--- config.mk ---
export PLATFORM = sky130hd
export DESIGN_NAME = prom_chk_seq
export DESIGN_NICKNAME = d
export VERILOG_FILES = /design/src/rtl/prom_chk_pkg.sv /design/src/rtl/prom_chk_seq.sv
export SDC_FILE = /design/constraint.sdc
export NUM_CORES = 1
export LEC_CHECK = 0
export ABC_CLOCK_PERIOD_IN_PS = 4400
export BUFFER_PORTS_ARGS = -buffer_cell sky130_fd_sc_hd__buf_2
export CAP_MARGIN = 20
export CORE_MARGIN = 1.5
export CORE_UTILIZATION = 29
export CTS_CLUSTER_SIZE = 16
export DETAILED_ROUTE_END_ITERATION = 10
export HOLD_SLACK_MARGIN = 0.06
export MAX_ROUTING_LAYER = met4
export SLEW_MARGIN = 20
export SYNTH_ARGS = -nofsm -noshare
export SYNTH_HDL_FRONTEND = slang
export SYNTH_SLANG_ARGS = --single-unit
--- constraint.sdc ---
create_clock -name clk_i -period 4.4 [get_ports clk_i]
set_clock_uncertainty 0.1 [all_clocks]
set_input_delay 0.88 -clock clk_i [delete_from_list [all_inputs] [get_ports clk_i]]
set_output_delay 0.88 -clock clk_i [all_outputs]
set_load 0.02 [all_outputs]
--- src/rtl/prom_chk_pkg.sv ---
package prom_chk_pkg;
  localparam logic [7:0] CRC_POLY_REFL = 8'hAB;
  localparam logic [7:0] CRC_SEED      = 8'hFF;
  localparam logic [7:0] CRC_XOR_OUT   = 8'hFF;

  typedef enum logic [2:0] {
    ST_IDLE,
    ST_RECV,
    ST_LO,
    ST_HI,
    ST_FIN
  } seq_st_e;
endpackage

--- src/rtl/prom_chk_seq.sv ---
module prom_chk_seq
  import prom_chk_pkg::*;
#(
  parameter int IMG_WORDS = 64,
  parameter int WORD_W    = 16
) (
  input  logic              clk_i,
  input  logic              rst_ni,
  input  logic              start_i,
  input  logic              valid_i,
  input  logic              last_i,
  input  logic [WORD_W-1:0] data_i,
  output logic              ready_o,
  output logic              crc_init_o,
  output logic              crc_en_o,
  output logic [7:0]        crc_byte_o,
  output logic              fin_o,
  output logic [WORD_W-1:0] final_word_o,
  output logic              len_ok_o
);
  localparam int              CNT_W    = $clog2(IMG_WORDS + 1);
  localparam logic [CNT_W-1:0] LAST_IDX = CNT_W'(IMG_WORDS - 1);

  seq_st_e           state_q;
  logic [CNT_W-1:0]  cnt_q;
  logic [WORD_W-1:0] hold_q;
  logic              final_q;
  logic              len_ok_q;
  logic              accept;

  assign ready_o = (state_q == ST_RECV);
  assign accept  = valid_i && ready_o && !start_i;

  always_ff @(posedge clk_i or negedge rst_ni) begin
    if (!rst_ni) begin
      state_q  <= ST_IDLE;
      cnt_q    <= '0;
      hold_q   <= '0;
      final_q  <= 1'b0;
      len_ok_q <= 1'b0;
    end else if (start_i) begin
      state_q  <= ST_RECV;
      cnt_q    <= '0;
      final_q  <= 1'b0;
      len_ok_q <= 1'b0;
    end else begin
      unique case (state_q)
        ST_RECV: if (accept) begin
          hold_q   <= data_i;
          final_q  <= last_i || (cnt_q == LAST_IDX);
          len_ok_q <= last_i && (cnt_q == LAST_IDX);
          state_q  <= ST_LO;
        end
        ST_LO:   state_q <= final_q ? ST_FIN : ST_HI;
        ST_HI: begin
          cnt_q   <= cnt_q + 1'b1;
          state_q <= ST_RECV;
        end
        ST_FIN:  state_q <= ST_IDLE;
        default: state_q <= ST_IDLE;
      endcase
    end
  end

  assign crc_init_o   = start_i;
  assign crc_en_o     = !start_i && ((state_q == ST_LO) || (state_q == ST_HI));
  assign crc_byte_o   = (state_q == ST_HI) ? hold_q[15:8] : hold_q[7:0];
  assign fin_o        = !start_i && (state_q == ST_FIN);
  assign final_word_o = hold_q;
  assign len_ok_o     = len_ok_q;


  busy_after_accept_chk: assert property (@(posedge clk_i) disable iff (!rst_ni)
    accept |=> !ready_o);


  cnt_range_chk: assert property (@(posedge clk_i) disable iff (!rst_ni)
    cnt_q <= LAST_IDX);


  restart_chk: assert property (@(posedge clk_i) disable iff (!rst_ni)
    start_i |=> (ready_o && !crc_en_o));
endmodule

# --- Yosys cells after proc, flatten, opt, wreduce, memory -nomap -nowiden ---
# Cells that the tools add are included.
# Widths: inputs -> output; s select.
totals:
  latch_bits: 0
  rom_bits: 0
  in_bits: 21
  memories: 0
  elab_cells: 39
  ramBits: 0
  output_inout_bits: 29
  regBits: 28
op_classes:
  n_addsub: 1
  multipliers: 0
  n_bitwise: 1
  magnitude_cmp: 0
  reduce_logical: 13
  shift: 0
  n_mux: 13
  n_eq_ne: 6
  n_div: 0
ops:
  columns: ["operator", "count"]
  rows:
  - ["$mux 7", 2]
  - ["$mux 3", 3]
  - ["$pmux 3 s3", 1]
  - ["$mux 8", 1]
  - ["$add 7x1->7 const B", 1]
  - ["$eq 7x6->1 const B", 1]
  - ["$eq 3x2->1 const B", 2]
  - ["$mux 1", 6]
  - ["$reduce_bool 2->1", 3]
  - ["$logic_and 1x1->1", 5]
  - ["$eq 3x1->1 const B", 1]
  - ["$eq 3x3->1 const B", 1]
  - ["$ne 3x2->1 const B", 1]
  - ["$reduce_and 3->1", 1]
  - ["$logic_or 1x1->1", 2]
  - ["$reduce_and 2->1", 1]
  - ["$logic_not 1->1", 1]
  - ["$not 1->1", 1]

# --- Longest topological paths before layout ---
# Gate-level depths: netlist of run 1.
logic_depth:
  depth_word: 6
  ltp_mapped: 5
  mapped_depth_nobuf: 4

# --- Worst setup path before layout of run 1 ---
# Ideal clock, no wire load.
synth_path:
  path_kind: "input port to output port"
  start: "input start_i"
  end: "output fin_o"
  arrival_ps: 1656
  cell_stages: 1
  t_required_ps: 3420
  path_buffers: 0
  setup_slack_ps: 1764
  cell_sequence: "nor4b_1"
synth_between:
  elab_chain_cells: 2
synth_lines:
  columns: ["item", "line_no", "rtl"]
  rows:
  - ["start: declaration", "prom_chk_seq.sv:9", "input logic start_i,"]
  - ["$logic_not 1->1", "prom_chk_seq.sv:68", "assign fin_o = !start_i && (state_q == ST_FIN);"]
  - ["$logic_and 1x1->1", "prom_chk_seq.sv:68", null]
  - ["end: declaration", "prom_chk_seq.sv:17", "output logic fin_o,"]
# No other way between the ends.

# --- Final worst setup path of run 1 ---
layout_path:
  start: "register state_q[2]"
  end: "output crc_byte_o[0]"
layout_between:
  elab_chain_cells: 2
layout_lines:
  columns: ["item", "line_no", "rtl"]
  rows:
  - ["start: declaration", "prom_chk_seq.sv:24", "seq_st_e state_q;"]
  - ["start signal: assignment", "prom_chk_seq.sv:54", "ST_LO: state_q <= final_q ? ST_FIN : ST_HI;"]
  - ["$eq 3x2->1", "prom_chk_seq.sv:67", "assign crc_byte_o = (state_q == ST_HI) ? hold_q[15:8] : hold_q[7:0];"]
  - ["$mux 8", "prom_chk_seq.sv:67", null]
  - ["end: declaration", "prom_chk_seq.sv:16", "output logic [7:0] crc_byte_o,"]
# No other way between the ends.

==> impl_results.md, run 1 <==
- Clk_lat worst skew: ~0.27 ns
- Non-filler cells, final: approximately 210
- Vias in the first global route: 1063
- Initial DRT Pass Iterations: 7
- Detailed router's first-iteration violation count: 54
- Root buffer cell: clkbuf_8
- Top cells by count, synth: 28 x dfrtp_1, 14 x mux2_2, 10 x mux2_4
- Port Buf Inserts: a little under 50
- Initial antenna violation count: 0
- Ranking of synthesized cells by area: dfrtp_1 52%, mux2_2 12%, mux2_4 11%, a21oi_1 2.6%, nor2_1 1.9%
- Syn Inst Count: approximately 110
- Crit. End Element: output port
- Sequential share of power: a little over two fifths
- Clk sink count: 28
- Number of flops mapped to enable cells by yosys: 0
- DIE HEIGHT: 71.4 um
- Slew HR: a little under 60%
- DR vias/cell: 4.90
- Synthesis Warnings: 0
- Met2 GRT Util: 19.1%
- Starting Density: 30.5%
- Core area: approximately 4400 sq um
- Area share of the leading cell type in the synthesized netlist: 51.6%
- Setup_tns: 0 ns
- Setup CP Type: flip-flop to output port
- Seq cells post-synth: 28
- Share of cells above drive strength 1: 51.3%
- Most used DFF post-synth: dfrtp_1
- Final worst setup slack: 1.66 ns
- CTS buffer count: 3
- Filler instances: 449
- CTS Buffer Depth: 2
- Critical path peak fanout: 14
- Area Overhead vs Synth: 25.7%
- GR Util met3: 3.80%
- Number of diodes: 0
- Resized Gates After CTS: 0
- Combinational power share: 30.9%
- Setup Buffers After CTS: 0
- Worst slew pin tran: 0.628 ns
- Cell count of the worst reg-to-reg path: 3
- Clock-pin slew on the worst setup and hold paths: 0.10 ns
- Hold buffer count at cts: 0
- Post-Place Cells: 204
- Row count: 24
- Mapped Avg Cell Area: around 13 sq um
- RSZ-0062 raised after global routing: false
- Gr ovfl total: 0
- DRC violations left: 3
- Antenna Nets Post-Route: 0
- Die width: 71.4 um
- Unique cell type count in the Yosys netlist: 35
- Max Clk Rate: 364 MHz
- Leading area contributor after synthesis: dfrtp_1
- Syn nets: between 100 and 150
- Met1 usage: between 10% and 20%
- Place WS: 1.80 ns
- Hold/Removal Path Class: flip-flop to flip-flop
- Status: finished with violations
- PD cells: 451 nW/um^2
- Total die area: 5100 sq um
- Clock tree from TritonCTS: done
- Final #Nets: 179
- Most frequent cell after synthesis: dfrtp_1
- Slew Viols, Final: 0
- Mapped cell area: 1360 sq um
- WL per Instance: 13.6 um
- Clock power share: 26.3%
- WP data required: approximately 3.4 ns
- Async set-or-reset flop fraction in the synthesized netlist: 100%
- DPL Wire Length: just over 2 mm
- WHS Path Cells: 1
- CTS H-tree depth: 1
- Leakage: about 0.84 nW
- GR peak layer: met2
- Total Wirelength: 2.83 mm
- Min Tclk post-route: about 2.7 ns
- Failing checks: DRC
- Fin. Hold Viols: 0
- Setup Viol. Count Final: 0
- # Max-Cap Violations: 0
- Largest net degree at the start of global routing: 29
- GPL Wtd Cong: 0.735
- Worst Path Arrival: 1.76 ns
- Via count: 1020
- Final period util: 62.4%
- GRT Total Usage: 11.8%
- Sequential share of the synthesized area: 51.6%
- Psw: 0.243 mW
- Max VDD drop: 0.000303 V
- I/O pins: 50
- Switching Fraction: between 30% and 40%
- CP startpoint kind: flip-flop
- Cell Int Power: 0.526 mW
- Global-route wire length before repair: 4.71 mm
## cells by family (layout without fill, tap and decap cells)
family                   Yosys count  count (layout)  synth area share (%)
AND/OR/NAND/NOR                   31              31                  13.8
flip-flops                        28              28                  51.6
multiplexers                      25              25                  23.4
AO/OA/AOI/OAI                     14              14                  5.99
buffers and inverters              7              55                  2.95
XOR/XNOR                           2               2                  1.29
adder cells (fa/ha/maj)            1               1                 0.922
## placed cells by master (no fill, tap or decap)
master	count
and4bb_2	1
nor3b_1	1
clkbuf_8	3
nand2_1	4
nand3b_1	1
nor2b_1	2
nand2b_1	1
nand4b_1	1
or3_1	3
a21oi_1	7
inv_1	2
nand4_1	1
a211oi_1	1
o21ai_0	3
ha_1	1
and3b_1	1
xor2_1	2
buf_2	49
mux2i_1	1
nor3_1	1
or4_1	1
and4_1	1
nand3_1	2
nand3b_2	1
nor2_1	7
o21bai_1	1
nand2_2	1
dfrtp_1	28
o31ai_1	1
mux2_4	10
bufinv_16	1
o32ai_1	1
nor4b_1	1
mux2_2	14
## state kept, by name, summed over array words and instances, names as in the netlist
signal,cells
state_q,3
cnt_q,7
final_q,1
len_ok_o,1
final_word_o,16
## power groups by stage
stage | Sequential [mW] | Combinational, mW | Clock [mW]
finish | 0.329 | 0.238 | 0.202
global route | 0.336 | 0.252 | 0.219
floorplan | 0.371 | 0.119 | 0
CTS | 0.329 | 0.241 | 0.210
global placement | 0.330 | 0.239 | 0
detailed placement | 0.332 | 0.242 | 0
## critical path, stage by stage (launching register included)
cell and delay, ns:
dfrtp_1 0.46, nand3b_2 0.48, mux2_2 0.39, buf_2 0.16
## layer usage
metal	up-vias	part of all wire, %
met4	0	0
met5	-	0
met1	488	46
met3	0	7.2
met2	45	47
li1	487	-
## layout make-up
cell class | instances | area, sq um | share of cell area, %
timing repair buffer | 49 | 245 | 14.4
clock buffer | 3 | 41.3 | 2.42
sequential | 28 | 701 | 41.1
clock inverter | 1 | 30.0 | 1.76
inverter | 2 | 7.51 | 0.440
tap | 52 | 65.1 | 3.81
multi-input combinational | 73 | 617 | 36.1
## stage by stage
step	util [%]	instance area [sq um]	power [mW]	hold slack [ns]
global route	38.4	1710	0.807	0.463
CTS	38.4	1710	0.780	0.447
global placement	36.8	1640	0.569	0.407
detailed placement	36.8	1640	0.574	0.417
finish	38.4	1710	0.769	0.439
floorplan	-	1360	0.490	0.398
## worst paths after layout
kind	from	endpoint	slack, ns
min in group asynchronous	rst_ni	cnt_q[4]	0.51
max in group asynchronous	rst_ni	final_word_o[13]	3.28
max reg2reg	state_q[2]	cnt_q[5]	2.50
max	state_q[2]	crc_byte_o[0]	1.66
min	final_word_o[14]	final_word_o[14]	0.44
min reg2reg	final_word_o[14]	final_word_o[14]	0.44
(Power assumes the default switching activity.)
==> run 2, diff against run 1 <==
Settings changed: ABC_AREA set to 1, ABC_CLOCK_PERIOD_IN_PS 4400 to 2400.
Clock period 4.4 ns to 2.4 ns, I/O delays scaled along.
==> impl_results.md, run 2 <==
- Slew Viols, Final: 0
- GR Util met3: 1.83%
- WL per Instance: 11.4 um
- Combinational power share: between 40% and 50%
- Largest family of logic cells by synthesized area: simple AND/OR/NAND/NOR gates
- Psw: 0.782 mW
- RSZ-0062 raised after global routing: false
- CP startpoint kind: flip-flop
- Post-synthesis simple-gate area fraction: a little under a third
- Worst slew pin tran: 0.612 ns
- Core Util, Final: 38.2%
- Failing checks: DRC
- Hold/Removal Path Class: input port to asynchronous set/reset pin
- Clock-pin slew on the worst setup and hold paths: ~0.10 ns
- Setup Viol. Count Final: 0
- Switching Fraction: roughly 44%
- Mapped cell area: roughly 1400 sq um
- Max Clk Rate: 482 MHz
- Starting Density: between 30% and 40%
- Setup CP Type: flip-flop to output port
- Hold WS: 0.0992 ns
- GPL Wtd Cong: 0.798
- Min Tclk post-route: 2.08 ns
- I/O pins: 50
- Slowest stage cell on the critical path: dfrtp_1
- PD cells: ~1100 nW/um^2
- Antenna Nets Post-Route: 0
- Cell Int Power: 1.01 mW
- Top cells by count, synth: 60 x nand2_1, 28 x dfrtp_1, 21 x inv_1
- Gr ovfl total: 0
- WP data required: 1.82 ns
- RR Endpoint: final_word_o[13]
- Port Buf Inserts: 49
- Leading area contributor after synthesis: dfrtp_1
- Area share of the leading cell type in the synthesized netlist: 51.3%
- Total Wirelength: about 3.1 mm
- Row count: 24
- Synth Area in Compound Gates: 8.16%
- Filler instances: 499
- Total die area: ~5000 sq um
- Post-Synth XOR/XNOR Area: 0%
- Final #Nets: about 250
- RR Startpoint: state_q[2]
- Worst Path Arrival: 1.50 ns
- Final worst setup slack: 0.325 ns
- Fin. Hold Viols: 0
- Root buffer cell: clkbuf_8
- DIE HEIGHT: 71.6 um
- DRC violations left: 3
- Place WS: 0.620 ns
- Via count: 1241
- CTS buffer count: 3
- CTS H-tree depth: 1
- Max VDD drop: 0.000343 V
- Setup_tns: 0 ns
- Vias in the first global route: 1048
- Clock tree from TritonCTS: done
- Post-DP Area: 1640 sq um
- Synthesis Warnings: 0
- Crit-path cells: inv_1 -> nand3_1 -> buf_4 -> o21ai_0 -> buf_2
- Seq cells post-synth: 28
- Post-Layout Inst Area: 1700 sq um
- Core area: 4440 sq um
- DR vias/cell: 4.51
- Crit path buf inv count: 3
- Global-route wire length before repair: 4.99 mm
- Detailed router's first-iteration violation count: between 60 and 70
- Leakage: 0.921 nW
- Slew HR: 59.2%
- Area Overhead vs Synth: 24.4%
- Syn nets: 196
- Syn Inst Count: 174
- CTS Buffer Depth: 2
- Number of diodes: 0
- Met1 usage: 18.2%
- Ranking of synthesized cells by area: dfrtp_1 51%, nand2_1 16%, o21ai_0 7.0%, inv_1 5.8%, nand3_1 4.8%
- Setup Buffers After CTS: 0
- GR peak layer: met2
- Sequential share of the synthesized area: roughly half
- Async set-or-reset flop fraction in the synthesized netlist: 100%
- Critical path's top delay family: buffers and inverters
- Number of flops mapped to enable cells by yosys: 0
- Initial antenna violation count: 0
- Slowest stage delay, CP: 0.45 ns
- Critical path peak fanout: 22
- Clock power share: 16.4%
- Initial DRT Pass Iterations: 9
- Final period util: 86.5%
- GRT Total Usage: a little over an eighth
- Mapped Avg Cell Area: 7.85 sq um
- DPL Wire Length: 2.23 mm
- Most frequent cell after synthesis: nand2_1
- Met2 GRT Util: 18.3%
- Unique cell type count in the Yosys netlist: 16
- Clk_lat worst skew: between 0.2 and 0.3 ns
- Max reg flops: 16
- Cell count of the worst reg-to-reg path: 4
- Sequential share of power: ~39%
- Most used DFF post-synth: dfrtp_1
- Clk sink count: 28
- Leading cell type in the layout, fill and taps excluded: nand2_1
- Die width: 71.6 um
- Synth Area in Adders: 0.917%
- Resized Gates After CTS: 0
- Share of cells above drive strength 1: 26.5%
- Commonest non-fill, non-tap cells in the layout: 60 x nand2_1, 49 x buf_2, 28 x dfrtp_1
- Mux contribution to synthesized area: 0%
- # Max-Cap Violations: 0
- Largest net degree at the start of global routing: 29
- Status: finished with violations
- Crit. End Element: output port
- Reg2Reg Setup Slack: between 0.7 and 0.8 ns
- Hold buffer count at cts: 0
## run 2: changes by cell type in the layout (fill, tap and decap cells not counted), sizes merged, moves of 3 or more
| cell | before | now |
|---|---|---|
| nand3 | 2 | 15 |
| o21ai | 3 | 19 |
| mux2 | 24 | 0 |
| a21oi | 7 | 2 |
| nor2 | 7 | 17 |
| or3 | 3 | 0 |
| inv | 2 | 21 |
| nand2 | 5 | 60 |
## run 2: metrics by stage
| step | cells | power [mW] |
|---|---|---|
| finish | 275 | 1.79 |
| CTS | 275 | 1.82 |
| detailed placement | 271 | 1.52 |
| global route | 275 | 1.92 |
| global placement | 271 | 1.51 |
| floorplan | 174 | 1.24 |
## run 2: layer usage
layer	up-vias	wire length, um
met4	0	70
li1	639	-
met3	5	133
met5	-	0
met1	561	1570
met2	36	1350
## run 2: worst max path at each step
stage / startpoint / endpoint / slack [ns] / cells past startpoint
finish: state_q[2] / crc_byte_o[3] / 0.32 / 5
global route: state_q[2] / crc_byte_o[4] / 0.19 / 6
detailed placement: state_q[2] / crc_byte_o[4] / 0.62 / 5
floorplan: state_q[2] / crc_byte_o[0] / 0.53 / 4
global placement: state_q[2] / crc_byte_o[6] / 0.66 / 5
CTS: state_q[2] / crc_byte_o[4] / 0.31 / 5
## run 2: logic make-up (layout without fill, tap and decap cells)
group           Yosys count  in the layout
compound gates           22             22
fa+ha+maj                 1              1
buf+inv                  27             76
simple gates             96             96
flops                    28             28
## run 2: final cells by class
type	instances	area [sq um]	area share [%]
repair buffers	51	260	15.3
clock buffers	4	55.1	3.24
flip-flops and latches	28	701	41.3
well taps	52	65.1	3.83
multi-input cells	119	538	31.7
inverters	21	78.8	4.64
## run 2: power by group through the flow
stage	Sequential [mW]	Combinational [mW]	Clock, mW
floorplan	0.852	0.384	0
global placement	0.711	0.797	0
detailed placement	0.710	0.808	0
CTS	0.704	0.809	0.304
global route	0.720	0.874	0.325
finish	0.702	0.796	0.294
## run 2: worst reg2reg max path, stage by stage (launching register included)
cell     delay [ns]
dfrtp_1        0.45
nor2_1         0.15
nand3_2        0.14
nor2_4         0.45
o21ai_0        0.19
==> run 3, diff against run 2 <==
Settings changed: CORE_UTILIZATION 29 to 44, PLACE_DENSITY set to 0.75.
==> impl_results.md, run 3 (synthesis gave the netlist of run 2 again) <==
- Status: completed
- Root buffer cell: clkbuf_4
- Row count: 20
- Clock tree from TritonCTS: done
- Place WS: 0.365 ns
- Non-filler cells, final: 256
- PD cells: 1070 nW/um^2
- Filler instances: 309
- Final #Nets: 246
- Crit-path cells: inv_1 -> nand3_4 -> o21ai_0 -> buf_2
- DR vias/cell: just under 5
- Global-route wire length before repair: ~4.7 mm
- Max reg flops: 16
- Core area: 3000 sq um
- Max Clk Rate: 466 MHz
- Slowest stage delay, CP: around 0.45 ns
- Final worst setup slack: 0.252 ns
- Max VDD drop: 0.000539 V
- Post-Place Cells: 251
- Hold/Removal Path Class: input port to flip-flop
- CTS buffer count: 3
- Leading cell type in the layout, fill and taps excluded: nand2_1
- Clk sink count: 28
- Area Overhead vs Synth: 23.6%
- Switching Fraction: 42.9%
- Slew HR: 59.8%
- Slew Viols, Final: 0
- RR Endpoint: cnt_q[5]
- Cell Int Power: 1.03 mW
- Starting Density: roughly 45%
- Setup CP Type: flip-flop to output port
- Port Buf Inserts: slightly below 50
- Total Wirelength: 2.87 mm
- Setup_tns: 0 ns
- CP startpoint kind: flip-flop
- Initial DRT Pass Iterations: 6
- Setup Buffers After CTS: 0
- Fin. Hold Viols: 0
- DIE HEIGHT: 58.7 um
- Clock-pin slew on the worst setup and hold paths: 0.16 ns
- DRC violations left: 0
- Clock power share: between 10% and 20%
- Total die area: about 3400 sq um
- Detailed router's first-iteration violation count: 67
- Gr ovfl total: 0
- Antenna Nets Post-Route: 0
- CTS H-tree depth: 1
- FF/Latch Area: 701 sq um
- Vias in the first global route: 1067
- Critical path peak fanout: 17
- Sequential share of power: 39.0%
- Crit. End Element: output port
- Cell count of the worst reg-to-reg path: 7
- WP data required: about 1.8 ns
- Slowest stage cell on the critical path: dfrtp_1
- I/O pins: 50
- Leakage: around 0.9 nW
- Die width: 58.7 um
- Commonest non-fill, non-tap cells in the layout: 60 x nand2_1, 49 x buf_2, 28 x dfrtp_1
- Hold_sp: data_i[6]
- DPL Wire Length: approximately 2.1 mm
- Post-DP Area: 1610 sq um
- Largest net degree at the start of global routing: 29
- GRT Total Usage: 18.5%
- Multi-input gate area: between 500 and 600 sq um
- Combinational power share: about 44%
- Number of diodes: 0
- CTS Buffer Depth: 2
- Core Util, Final: a little under three fifths
- WHS Path Cells: 3
- Worst Path Arrival: ~1.6 ns
- Reg2Reg Setup Slack: 0.81 ns
- Hold path endpoint: final_word_o[6]
- WL per Instance: 11.2 um
- RR Startpoint: state_q[2]
- # Max-Cap Violations: 0
- Clk_lat worst skew: 0.32 ns
- RSZ-0062 raised after global routing: false
- Setup Viol. Count Final: 0
- Via count: 1247
- Final period util: about nine tenths
- Worst slew pin tran: 0.603 ns
- Min Tclk post-route: around 2.1 ns
- Psw: 0.777 mW
- GPL Wtd Cong: 0.844
- Initial antenna violation count: 0
- Share of cells above drive strength 1: 26.5%
- Post-Layout Inst Area: 1690 sq um
run 3: final cells by class:
class | instances | share of cell area (%)
clock buffers | 3 | 1.34
clock inverters | 1 | 1.78
inverters | 21 | 4.67
multi-input cells | 119 | 32.6
flip-flops and latches | 28 | 41.5
well taps | 33 | 2.45
repair buffers | 51 | 15.6
run 3: repair_timing:
action | in CTS | in global routing
hold buffers | 1 | 0
hold endpoints to repair | 16 | 0
endpoints found under the setup margin | 2 | 1
resized for setup | 1 | 1
cloned | 0 | 0
run 3: critical path, delay by kind of cell, from the launching register on:
kind                   cells  cell delay (ns)
AOI/OAI and AO/OA          1             0.23
buffers and inverters      2             0.37
and+or+nand+nor            1             0.19
DFF                        1             0.45
run 3: worst max path at each step:
stage                     startpoint             to  slack [ns]  cells past startpoint
after floorplan           state_q[2]  crc_byte_o[0]        0.53                      4
after global placement    state_q[2]  crc_byte_o[6]        0.42                      4
after detailed placement  state_q[2]  crc_byte_o[4]        0.36                      4
after CTS                 state_q[2]  crc_byte_o[4]        0.17                      4
after global routing      state_q[2]  crc_byte_o[4]        0.08                      4
final                     state_q[2]  crc_byte_o[4]        0.25                      4
run 3: stage by stage:
step	power (mW)	hold slack [ns]
floorplan	1.24	0.0844
global placement	1.50	0.381
detailed placement	1.51	0.388
CTS	1.82	0.226
global route	1.95	0.217
finish	1.81	0.230
run 3: power by group through the flow:
stage	clock (mW)	combinational, mW	sequential, mW
global route	0.335	0.885	0.727
global placement	0	0.790	0.708
floorplan	0	0.384	0.852
detailed placement	0	0.794	0.714
CTS	0.312	0.800	0.704
finish	0.306	0.799	0.707
run 3: per-layer routing:
layer | part of all wire [%] | track usage [%]
met4 | 0.87 | 7.14
met2 | 46 | 29.5
met1 | 48 | 23.9
met5 | 0 | -
met3 | 4.7 | 2.86
